<file path="config.mk">
export PLATFORM = sky130hd
export DESIGN_NAME = tmr_nib_reload
export DESIGN_NICKNAME = d
export VERILOG_FILES = /design/src/rtl/tmr_pkg.sv /design/src/rtl/tmr_evt_sync.sv /design/src/rtl/tmr_prescale.sv /design/src/rtl/tmr_core.sv /design/src/rtl/tmr_nib_reload.sv
export SDC_FILE = /design/constraint.sdc
export NUM_CORES = 1
export LEC_CHECK = 0
export BUFFER_PORTS_ARGS = -buffer_cell sky130_fd_sc_hd__buf_2
export CAP_MARGIN = 10
export CORE_ASPECT_RATIO = 0.75
export CORE_MARGIN = 2
export CORE_UTILIZATION = 45
export CTS_BUF_LIST = sky130_fd_sc_hd__clkbuf_4
export DETAILED_ROUTE_END_ITERATION = 16
export SLEW_MARGIN = 20
export SYNTH_ARGS = -nofsm -noshare
export SYNTH_HDL_FRONTEND = slang
export SYNTH_SLANG_ARGS = --single-unit
export TNS_END_PERCENT = 30
</file>
<file path="constraint.sdc">
create_clock -name clk -period 2.47 [get_ports clk]
set_input_delay 0.494 -clock clk [delete_from_list [all_inputs] [get_ports clk]]
set_output_delay 0.494 -clock clk [all_outputs]
set_load 0.005 [all_outputs]
</file>
<file path="src/rtl/tmr_pkg.sv">
package tmr_pkg;
  localparam int NIB_W  = 4;
  localparam int MODE_W = 3;

  typedef enum logic [1:0] {
    REG_LO   = 2'd0,
    REG_HI   = 2'd1,
    REG_MODE = 2'd2,
    REG_FLAG = 2'd3
  } reg_sel_e;

  // terminal prescaler value for a mode code: ratio minus one
  function automatic logic [7:0] ratio_last(input logic [MODE_W-1:0] code);
    if (code == '1) return 8'hFF;
    return (8'd1 << code) - 8'd1;
  endfunction
endpackage

</file>
<file path="src/rtl/tmr_evt_sync.sv">
module tmr_evt_sync #(
  parameter int STAGES = 2
) (
  input  logic clk,
  input  logic rst_n,
  input  logic pin,
  output logic rise
);
  logic [STAGES:0] chain_q;
  logic [STAGES:0] chain_d;

  always_comb chain_d = {chain_q[STAGES-1:0], pin};

  always_ff @(posedge clk or negedge rst_n) begin
    if (!rst_n) chain_q <= '0;
    else        chain_q <= chain_d;
  end

  assign rise = chain_q[STAGES-1] & ~chain_q[STAGES];
endmodule

</file>
<file path="src/rtl/tmr_prescale.sv">
module tmr_prescale
  import tmr_pkg::*;
#(
  parameter int PRE_W = 8
) (
  input  logic              clk,
  input  logic              rst_n,
  input  logic              clr,
  input  logic              pulse,
  input  logic [MODE_W-1:0] mode,
  output logic              tick
);
  logic [PRE_W-1:0] pre_q, pre_d, last;
  logic             at_last;

  assign last    = PRE_W'(ratio_last(mode));
  assign at_last = (pre_q == last);
  assign tick    = pulse & ~clr & at_last;

  always_comb begin
    pre_d = pre_q;
    if (clr)        pre_d = '0;
    else if (pulse) pre_d = at_last ? '0 : pre_q + 1'b1;
  end

  always_ff @(posedge clk or negedge rst_n) begin
    if (!rst_n) pre_q <= '0;
    else        pre_q <= pre_d;
  end
endmodule

</file>
<file path="src/rtl/tmr_core.sv">
module tmr_core #(
  parameter int NIB_W = 4,
  localparam int CNT_W = 2 * NIB_W
) (
  input  logic             clk,
  input  logic             rst_n,
  input  logic             tick,
  input  logic             lo_we,
  input  logic             hi_we,
  input  logic [NIB_W-1:0] wdata,
  input  logic             flag_clr,
  output logic [CNT_W-1:0] count,
  output logic [CNT_W-1:0] load,
  output logic             flag
);
  logic [CNT_W-1:0] cnt_q, cnt_d, load_q, load_d;
  logic             flag_q, flag_d, wrap;

  assign wrap = tick & ~hi_we & (cnt_q == '1);

  always_comb begin
    load_d = load_q;
    if (lo_we) load_d[NIB_W-1:0]     = wdata;
    if (hi_we) load_d[CNT_W-1:NIB_W] = wdata;

    cnt_d = cnt_q;
    if (hi_we)     cnt_d = {wdata, load_q[NIB_W-1:0]};
    else if (wrap) cnt_d = load_q;
    else if (tick) cnt_d = cnt_q + 1'b1;

    flag_d = flag_q;
    if (wrap)          flag_d = 1'b1;
    else if (flag_clr) flag_d = 1'b0;
  end

  always_ff @(posedge clk or negedge rst_n) begin
    if (!rst_n) begin
      cnt_q  <= '0;
      load_q <= '0;
      flag_q <= 1'b0;
    end else begin
      cnt_q  <= cnt_d;
      load_q <= load_d;
      flag_q <= flag_d;
    end
  end

  assign count = cnt_q;
  assign load  = load_q;
  assign flag  = flag_q;
endmodule

</file>
<file path="src/rtl/tmr_nib_reload.sv">
module tmr_nib_reload
  import tmr_pkg::*;
#(
  parameter int SYNC_STAGES = 2,
  parameter int PRE_W       = 8
) (
  input  logic             clk,
  input  logic             rst_n,
  input  logic             cpu_tick,
  input  logic             evt_pin,
  input  logic             bus_wr,
  input  logic             bus_rd,
  input  logic [1:0]       bus_addr,
  input  logic [NIB_W-1:0] bus_wdata,
  output logic [NIB_W-1:0] bus_rdata,
  output logic             ovf_req
);
  localparam int CNT_W = 2 * NIB_W;

  logic              lo_we, hi_we, mode_we, flag_clr, lo_rd;
  logic [MODE_W-1:0] mode_q, mode_d;
  logic              src_q, src_d;
  logic [NIB_W-1:0]  hold_q, hold_d;
  logic              evt_rise, src_pulse, pre_tick;
  logic [CNT_W-1:0]  cnt_q, load_q;

  assign lo_we    = bus_wr & (bus_addr == REG_LO);
  assign hi_we    = bus_wr & (bus_addr == REG_HI);
  assign mode_we  = bus_wr & (bus_addr == REG_MODE);
  assign flag_clr = bus_wr & (bus_addr == REG_FLAG) & ~bus_wdata[0];
  assign lo_rd    = bus_rd & (bus_addr == REG_LO);

  tmr_evt_sync #(.STAGES(SYNC_STAGES)) u_sync (
    .clk(clk), .rst_n(rst_n), .pin(evt_pin), .rise(evt_rise)
  );

  assign src_pulse = src_q ? evt_rise : cpu_tick;

  tmr_prescale #(.PRE_W(PRE_W)) u_pre (
    .clk(clk), .rst_n(rst_n), .clr(hi_we | mode_we),
    .pulse(src_pulse), .mode(mode_q), .tick(pre_tick)
  );

  tmr_core #(.NIB_W(NIB_W)) u_core (
    .clk(clk), .rst_n(rst_n), .tick(pre_tick), .lo_we(lo_we),
    .hi_we(hi_we), .wdata(bus_wdata), .flag_clr(flag_clr),
    .count(cnt_q), .load(load_q), .flag(ovf_req)
  );

  always_comb begin
    mode_d = mode_q;
    src_d  = src_q;
    if (mode_we) begin
      mode_d = bus_wdata[MODE_W-1:0];
      src_d  = bus_wdata[NIB_W-1];
    end
    hold_d = lo_rd ? cnt_q[CNT_W-1:NIB_W] : hold_q;
  end

  always_ff @(posedge clk or negedge rst_n) begin
    if (!rst_n) begin
      mode_q <= '0;
      src_q  <= 1'b0;
      hold_q <= '0;
    end else begin
      mode_q <= mode_d;
      src_q  <= src_d;
      hold_q <= hold_d;
    end
  end

  always_comb begin
    unique case (bus_addr)
      REG_LO:   bus_rdata = cnt_q[NIB_W-1:0];
      REG_HI:   bus_rdata = hold_q;
      REG_MODE: bus_rdata = NIB_W'({src_q, mode_q});
      default:  bus_rdata = NIB_W'(ovf_req);
    endcase
  end
endmodule

</file>
Yosys cells after proc, flatten, opt, wreduce, memory -nomap -nowiden
Cells that the tools add are included.
{"block": "word_totals", "reg_bits": 36, "input_bits": 12}
{"block": "op_classes", "n_addsub": 3, "n_eq_ne": 6, "shift": 1, "n_mux": 13, "n_bitwise": 16, "n_reduce_logical": 4}
{"operator": "2-to-1 mux 8 bit", "count": 8}
{"operator": "adder 8 x 1 -> 8 bit, second input constant", "count": 2}
{"operator": "case mux 4 bit (3 select lines)", "count": 1}
{"operator": "bitwise AND 1 bit", "count": 11}
{"operator": "equality test 8 bit", "count": 1}
{"operator": "equality test 8 bit, second input constant", "count": 1}
{"operator": "left shift 1 x 3 -> 8 bit, first input constant", "count": 1}
{"operator": "subtractor 8 x 1 -> 8 bit, second input constant", "count": 1}
{"operator": "equality test 2 bit, second input constant", "count": 2}
{"operator": "2-to-1 mux 1 bit", "count": 4}
{"operator": "NOT 1 bit", "count": 4}
{"operator": "nonzero test 2 bit", "count": 2}
{"operator": "equality test 3 bit, second input constant", "count": 1}
{"operator": "nonzero test 3 bit", "count": 1}
{"operator": "equality test 2 x 1 -> 1 bit, second input constant", "count": 1}
{"operator": "zero test 2 bit", "count": 1}
{"operator": "OR 1 bit", "count": 1}

Logic depth before layout (Yosys ltp)
{"block": "depth", "depth_word": 10, "ltp_mapped": 9, "mapped_depth_nobuf": 7}

Modules after synthesis
Synthesis repeated with hierarchy kept, for this count alone.
{"block": "unflattened", "cells_unflattened": 229, "area_unflattened_um2": 2334.7}
{"module": "tmr_core", "n_inst": 1, "cells_per_inst": 90, "area_per_inst_um2": 909.6, "seq_area_each_um2": 425.4}
{"module": "tmr_prescale", "n_inst": 1, "cells_per_inst": 101, "area_per_inst_um2": 840.8, "seq_area_each_um2": 200.2}
{"module": "tmr_nib_reload", "n_inst": 1, "cells_per_inst": 34, "area_per_inst_um2": 495.5, "seq_area_each_um2": 200.2}
{"module": "tmr_evt_sync", "n_inst": 1, "cells_per_inst": 4, "area_per_inst_um2": 88.8, "seq_area_each_um2": 75.1}

Worst setup path before layout
No wires, ideal clock.
{"block": "synth_path", "path_type": "input to register", "startpoint": "input bus_addr[1]", "endpoint": "register u_core.cnt_q[4] (netlist: u_core.count[4])", "arrival_ns": 2.069, "required_ns": 2.345, "setup_slack_ns": 0.276, "path_stages": 8, "n_path_buf": 3, "cell_sequence": "buf_2 xor2_1 a21o_1 or4_4 buf_6 buf_6 nor3_1 nor3_2"}
{"block": "synth_via", "elab_chain_cells": 10, "elab_cells_between_ends": 14, "classes_between": "2 x eq/ne; 2 x mux; 9 x bitwise; 1 x reduce/logical"}
{"item": "start, declared", "line_no": "tmr_nib_reload.sv:13", "rtl": "input logic [1:0] bus_addr,"}
{"item": "equality test 2 x 1 -> 1 bit or equality test 2 bit (tied branches)", "line_no": "tmr_nib_reload.sv:28, tmr_nib_reload.sv:29"}
{"item": "bitwise AND 1 bit (on tied branches)", "line_no": "tmr_nib_reload.sv:28, tmr_nib_reload.sv:29"}
{"item": "OR 1 bit", "line_no": "tmr_nib_reload.sv:40", "rtl": ".clk(clk), .rst_n(rst_n), .clr(hi_we | mode_we),"}
{"item": "NOT 1 bit", "line_no": "tmr_prescale.sv:18", "rtl": "assign tick = pulse & ~clr & at_last;"}
{"item": "bitwise AND 1 bit (2 in a row)", "line_no": "tmr_prescale.sv:18"}
{"item": "bitwise AND 1 bit (2 in a row)", "line_no": "tmr_core.sv:19", "rtl": "assign wrap = tick & ~hi_we & (cnt_q == '1);"}
{"item": "2-to-1 mux 8 bit", "line_no": "tmr_core.sv:28", "rtl": "else if (wrap) cnt_d = load_q;"}
{"item": "2-to-1 mux 8 bit", "line_no": "tmr_core.sv:27", "rtl": "if (hi_we) cnt_d = {wdata, load_q[NIB_W-1:0]};"}
{"item": "end signal, assigned", "line_no": "tmr_core.sv:42", "rtl": "cnt_q <= cnt_d;"}
{"item": "end, declared", "line_no": "tmr_core.sv:16", "rtl": "logic [CNT_W-1:0] cnt_q, cnt_d, load_q, load_d;"}
Several ways; a longest one is shown, not always the timed one.
A chain may end at the register's enable or synchronous reset.

Worst setup path in the final report
{"block": "layout_path", "startpoint": "register mode_q[1]", "endpoint": "register u_core.cnt_q[5] (netlist: u_core.count[5])"}
{"block": "layout_via", "elab_chain_cells": 9, "elab_cells_between_ends": 12, "classes_between": "1 x add/sub; 2 x eq/ne; 1 x shift; 4 x mux; 3 x bitwise; 1 x reduce/logical"}
{"item": "start, declared", "line_no": "tmr_nib_reload.sv:21", "rtl": "logic [MODE_W-1:0] mode_q, mode_d;"}
{"item": "start signal, assigned", "line_no": "tmr_nib_reload.sv:66", "rtl": "mode_q <= mode_d;"}
{"item": "left shift 1 x 3 -> 8 bit or equality test 3 bit (tied branches)", "line_no": "tmr_pkg.sv:15, tmr_pkg.sv:14"}
{"item": "subtractor 8 x 1 -> 8 bit or 2-to-1 mux 1 bit (tied branches)", "line_no": "tmr_pkg.sv:15, tmr_pkg.sv:14"}
{"item": "2-to-1 mux 8 bit *", "line_no": "tmr_pkg.sv:15", "rtl": "return (8'd1 << code) - 8'd1;"}
{"item": "equality test 8 bit *", "line_no": "tmr_prescale.sv:17", "rtl": "assign at_last = (pre_q == last);"}
{"item": "bitwise AND 1 bit *", "line_no": "tmr_prescale.sv:18"}
{"item": "bitwise AND 1 bit (2 in a row)", "line_no": "tmr_core.sv:19"}
{"item": "2-to-1 mux 8 bit", "line_no": "tmr_core.sv:28"}
{"item": "2-to-1 mux 8 bit", "line_no": "tmr_core.sv:27"}
Every way passes the cells marked *; elsewhere a longest branch is shown, timed or not.

==> flow_summary.rst <==
.. list-table::
   :header-rows: 1

   * - Metric
     - Value
   * - Area used by multi-input combinational logic
     - 1100 um2
   * - Synth top area share
     - 43.1%
   * - Initial antenna violation count
     - 0
   * - Row count
     - 21
   * - Maximum vdd drop
     - 0.394 mV
   * - Shortest period the worst path allows
     - 2.29 ns
   * - HP Class
     - in2async
   * - Number of port buffers
     - 16
   * - Kind of start point of the critical path
     - register
   * - Floorplan Core Area
     - 4470 um2
   * - Post-CTS Hold Buffers
     - 0
   * - Synth area leader
     - dfrtp_1
   * - Iteration count of the initial detailed-routing pass
     - 4
   * - Final core utilization
     - 51.5%
   * - Clock tree from TritonCTS
     - done
   * - Count of yosys warnings during synthesis
     - 0
   * - Via count normalized by instance count
     - 5.62
   * - Cell types occupying the most area after synthesis
     - dfrtp_1, nand2_1, mux2_2
   * - Filler Cells Inserted
     - 424
   * - Total clock sinks
     - 36
   * - Slew at the pin with the worst max-slew slack
     - 0.793 ns
   * - Share of async-settable or async-resettable flops after synthesis
     - 100%
   * - Overall die width
     - 82.7 um
   * - Area of the mapped netlist
     - 2090 um2
   * - Pins Over Slew Limit
     - 0
   * - Max capacitance violation total
     - 0
   * - Fin crit share
     - 92.8%
   * - Number of nets with antenna violations after routing
     - 0
   * - Estimated wirelength of the detail-placed design
     - 3420 um
   * - Pwr/cell area
     - 769 nW/um2
   * - Worst slew slack as a fraction of its limit
     - 47.2%
   * - Count of instances resized after the clock tree is built
     - 0
   * - Crit-path max FO
     - 18
   * - Gate count of the mapped netlist
     - 219
   * - Fraction of power spent switching nets
     - 34.2%
   * - Die ar.
     - 5210 um2
   * - Part of the total power dissipated in sequential elements
     - 48.2%
   * - Switching power
     - 0.605 mW
   * - Combined global-route utilization of all metal layers
     - 20.4%
   * - CTS buffer count
     - 5
   * - Largest net degree at the start of global routing
     - 37
   * - RSZ-0062 raised after global routing
     - no
   * - Maximum clock frequency
     - 436 MHz
   * - Starting Density
     - 46.8%
   * - Combinational share of power
     - 28.2%
   * - Die Span Y
     - 63.0 um
   * - Number of register bits inferred by synthesis
     - 36
   * - Most common flop cell mapped by yosys
     - dfrtp_1
   * - CTS Root Buffer Type
     - clkbuf_4
   * - Clock insertion delay at the later pin of the skew report
     - 0.35 ns
   * - Total negative setup slack
     - 0 ns
   * - Post-CTS setup-driven buffer insertion count
     - 0
   * - Leading cell types by count after synthesis
     - dfrtp_1, nand2_1, nor2_1, nand3_1, o21ai_0
   * - Relative contribution of the clock network to total power
     - 23.6%
   * - Post-synthesis average cell area
     - 9.54 um2
   * - Iteration-0 DRC count of the detailed router
     - 160
   * - Proportion of layout cells with a drive suffix above 1
     - 22.1%
   * - Vias after detailed routing
     - 1,668
   * - Clock Skews
     - 0.0100 ns
   * - Number of library cell types mapped by synthesis
     - 55
   * - Last weighted congestion value of the routability-driven placer
     - 0.816
   * - Net Count, Synth
     - 233
   * - Layout net count
     - 253
   * - Total area of sequential cells
     - 901 um2
   * - Buffers from clock root to sink, at most
     - 2
   * - Leakage Power
     - 0.996 nW
   * - I/O pins
     - 17
   * - Final count of negative-setup-slack endpoints
     - 0
   * - Via count of the first global-routing pass
     - 1,487
   * - CTS clk-pin slew, worst paths
     - 0.12 ns
   * - Number of flops mapped to enable cells by yosys
     - 0
   * - H-tree levels
     - 2
   * - Total congestion overflow
     - 0
   * - Area grow syn2layout
     - 10.1%
   * - Global-route wire length before repair
     - 7800 um
   * - Kind of critical path
     - reg2reg
   * - Antenna fix cells
     - 0
   * - Run status
     - completed
   * - Arrival @ worst endpoint
     - 2.58 ns
   * - Type of destination of the critical path
     - register
   * - Cell internal pwr
     - 1.16 mW
   * - Register area share after synthesis
     - 43.1%
   * - Required arrival time at the worst endpoint
     - 2.75 ns
   * - Number of remaining DRC errors
     - 0
   * - Final hold violation count
     - 0
   * - Total routed wirelength
     - 4610 um
   * - Wire length per cell
     - 15.5 um
==> flip-flops by register name (all words and copies together) (netlist names) <==
| signal | count |
|---|---|
| hold_q | 4 |
| mode_q | 3 |
| src_q | 1 |
| u_core.count | 8 |
| u_core.flag | 1 |
| u_core.load | 8 |
| u_pre.pre_q | 8 |
| u_sync.chain_q | 3 |
==> per-stage QoR <==
stage	setup WS [ns]	hold slack, ns	cell area (um2)	power [mW]	std cells
floorplan	0.276	0.198	2090	1.21	219
global placement	0.250	0.331	2220	1.36	289
detailed placement	0.230	0.352	2220	1.36	289
CTS	0.188	0.220	2300	1.79	297
global route	0.0668	0.208	2300	1.90	297
finish	0.179	0.211	2300	1.77	297
==> cell usage in the layout, fill, tap and decap left out, types with 2 or more instances in the layout <==
cell and count:
o21ai_1 5, nand3b_1 2, a21o_1 3, mux2i_1 4
nor3_1 4, and3_1 4, and2_1 4, o21ai_0 13
nor3b_1 4, mux2_2 12, or3_1 3, ha_1 2
a211o_1 2, xor2_1 2, a21oi_1 8, buf_2 16
buf_4 8, o211ai_1 2, clkbuf_4 5, nor2_1 14
xnor2_1 3, dfrtp_1 36, nand3_1 13, nor3_2 2
nand2_1 36, a311o_1 2, nand4b_1 2
==> path summary, 6_finish.rpt <==
path	from	end	slack, ns	cells past startpoint
worst max-delay path	mode_q[1]	u_core.count[5]	0.18	6
worst min-delay path	rst_n	u_sync.chain_q[0]	0.21	1
worst max register to register	mode_q[1]	u_core.count[5]	0.18	6
worst min register to register	u_sync.chain_q[0]	u_sync.chain_q[1]	0.37	0
max in group asynchronous	rst_n	u_core.count[6]	1.74	1
min in group clk	evt_pin	u_sync.chain_q[0]	0.24	1
==> cell families (layout without fill, tap and decap cells) <==
kind of cell | after synthesis | in the layout | synth area share (%)
DFF | 36 | 36 | 43.1
muxes | 17 | 17 | 9.46
xor gates and xnor gates | 5 | 5 | 2.10
adders and majority gates | 2 | 2 | 1.20
AOI/OAI and AO/OA | 46 | 46 | 14.3
and+or+nand+nor | 101 | 101 | 25.7
buffers and inverters | 12 | 33 | 4.07
==> critical path: stages (launching register included) <==
cell and delay (ns):
dfrtp_1 0.51, nor3_2 0.21, a21oi_1 0.05, o31a_1 0.29, or4_4 0.66, or3_4 0.43
nand3_2 0.07
==> routing by layer <==
| metal | share of wire, % | track usage (%) |
|---|---|---|
| met4 | 1.2 | 7.38 |
| met5 | 0 | 0 |
| met2 | 40 | 23.8 |
| met1 | 54 | 34.9 |
| met3 | 4.7 | 4.77 |
==> cell type report <==
cell class                 instances  share of cell area [%]
clock inverter                     3                    1.85
multi-input combinational        171                    48.0
timing repair buffer              24                    6.09
sequential                        36                    39.2
tap                               57                    3.10
inverter                           1                   0.163
clock buffer                       5                    1.63
==> power groups by stage <==
stage          combinational [mW]  sequential [mW]  clock [mW]
2_1_floorplan               0.407            0.801           0
3_3_place_gp                0.494            0.863           0
3_5_place_dp                0.500            0.861           0
4_1_cts                     0.501            0.851       0.435
5_1_grt                     0.567            0.879       0.459
6_report                    0.499            0.853       0.417
No activity file was read; power rests on OpenSTA's default activity.
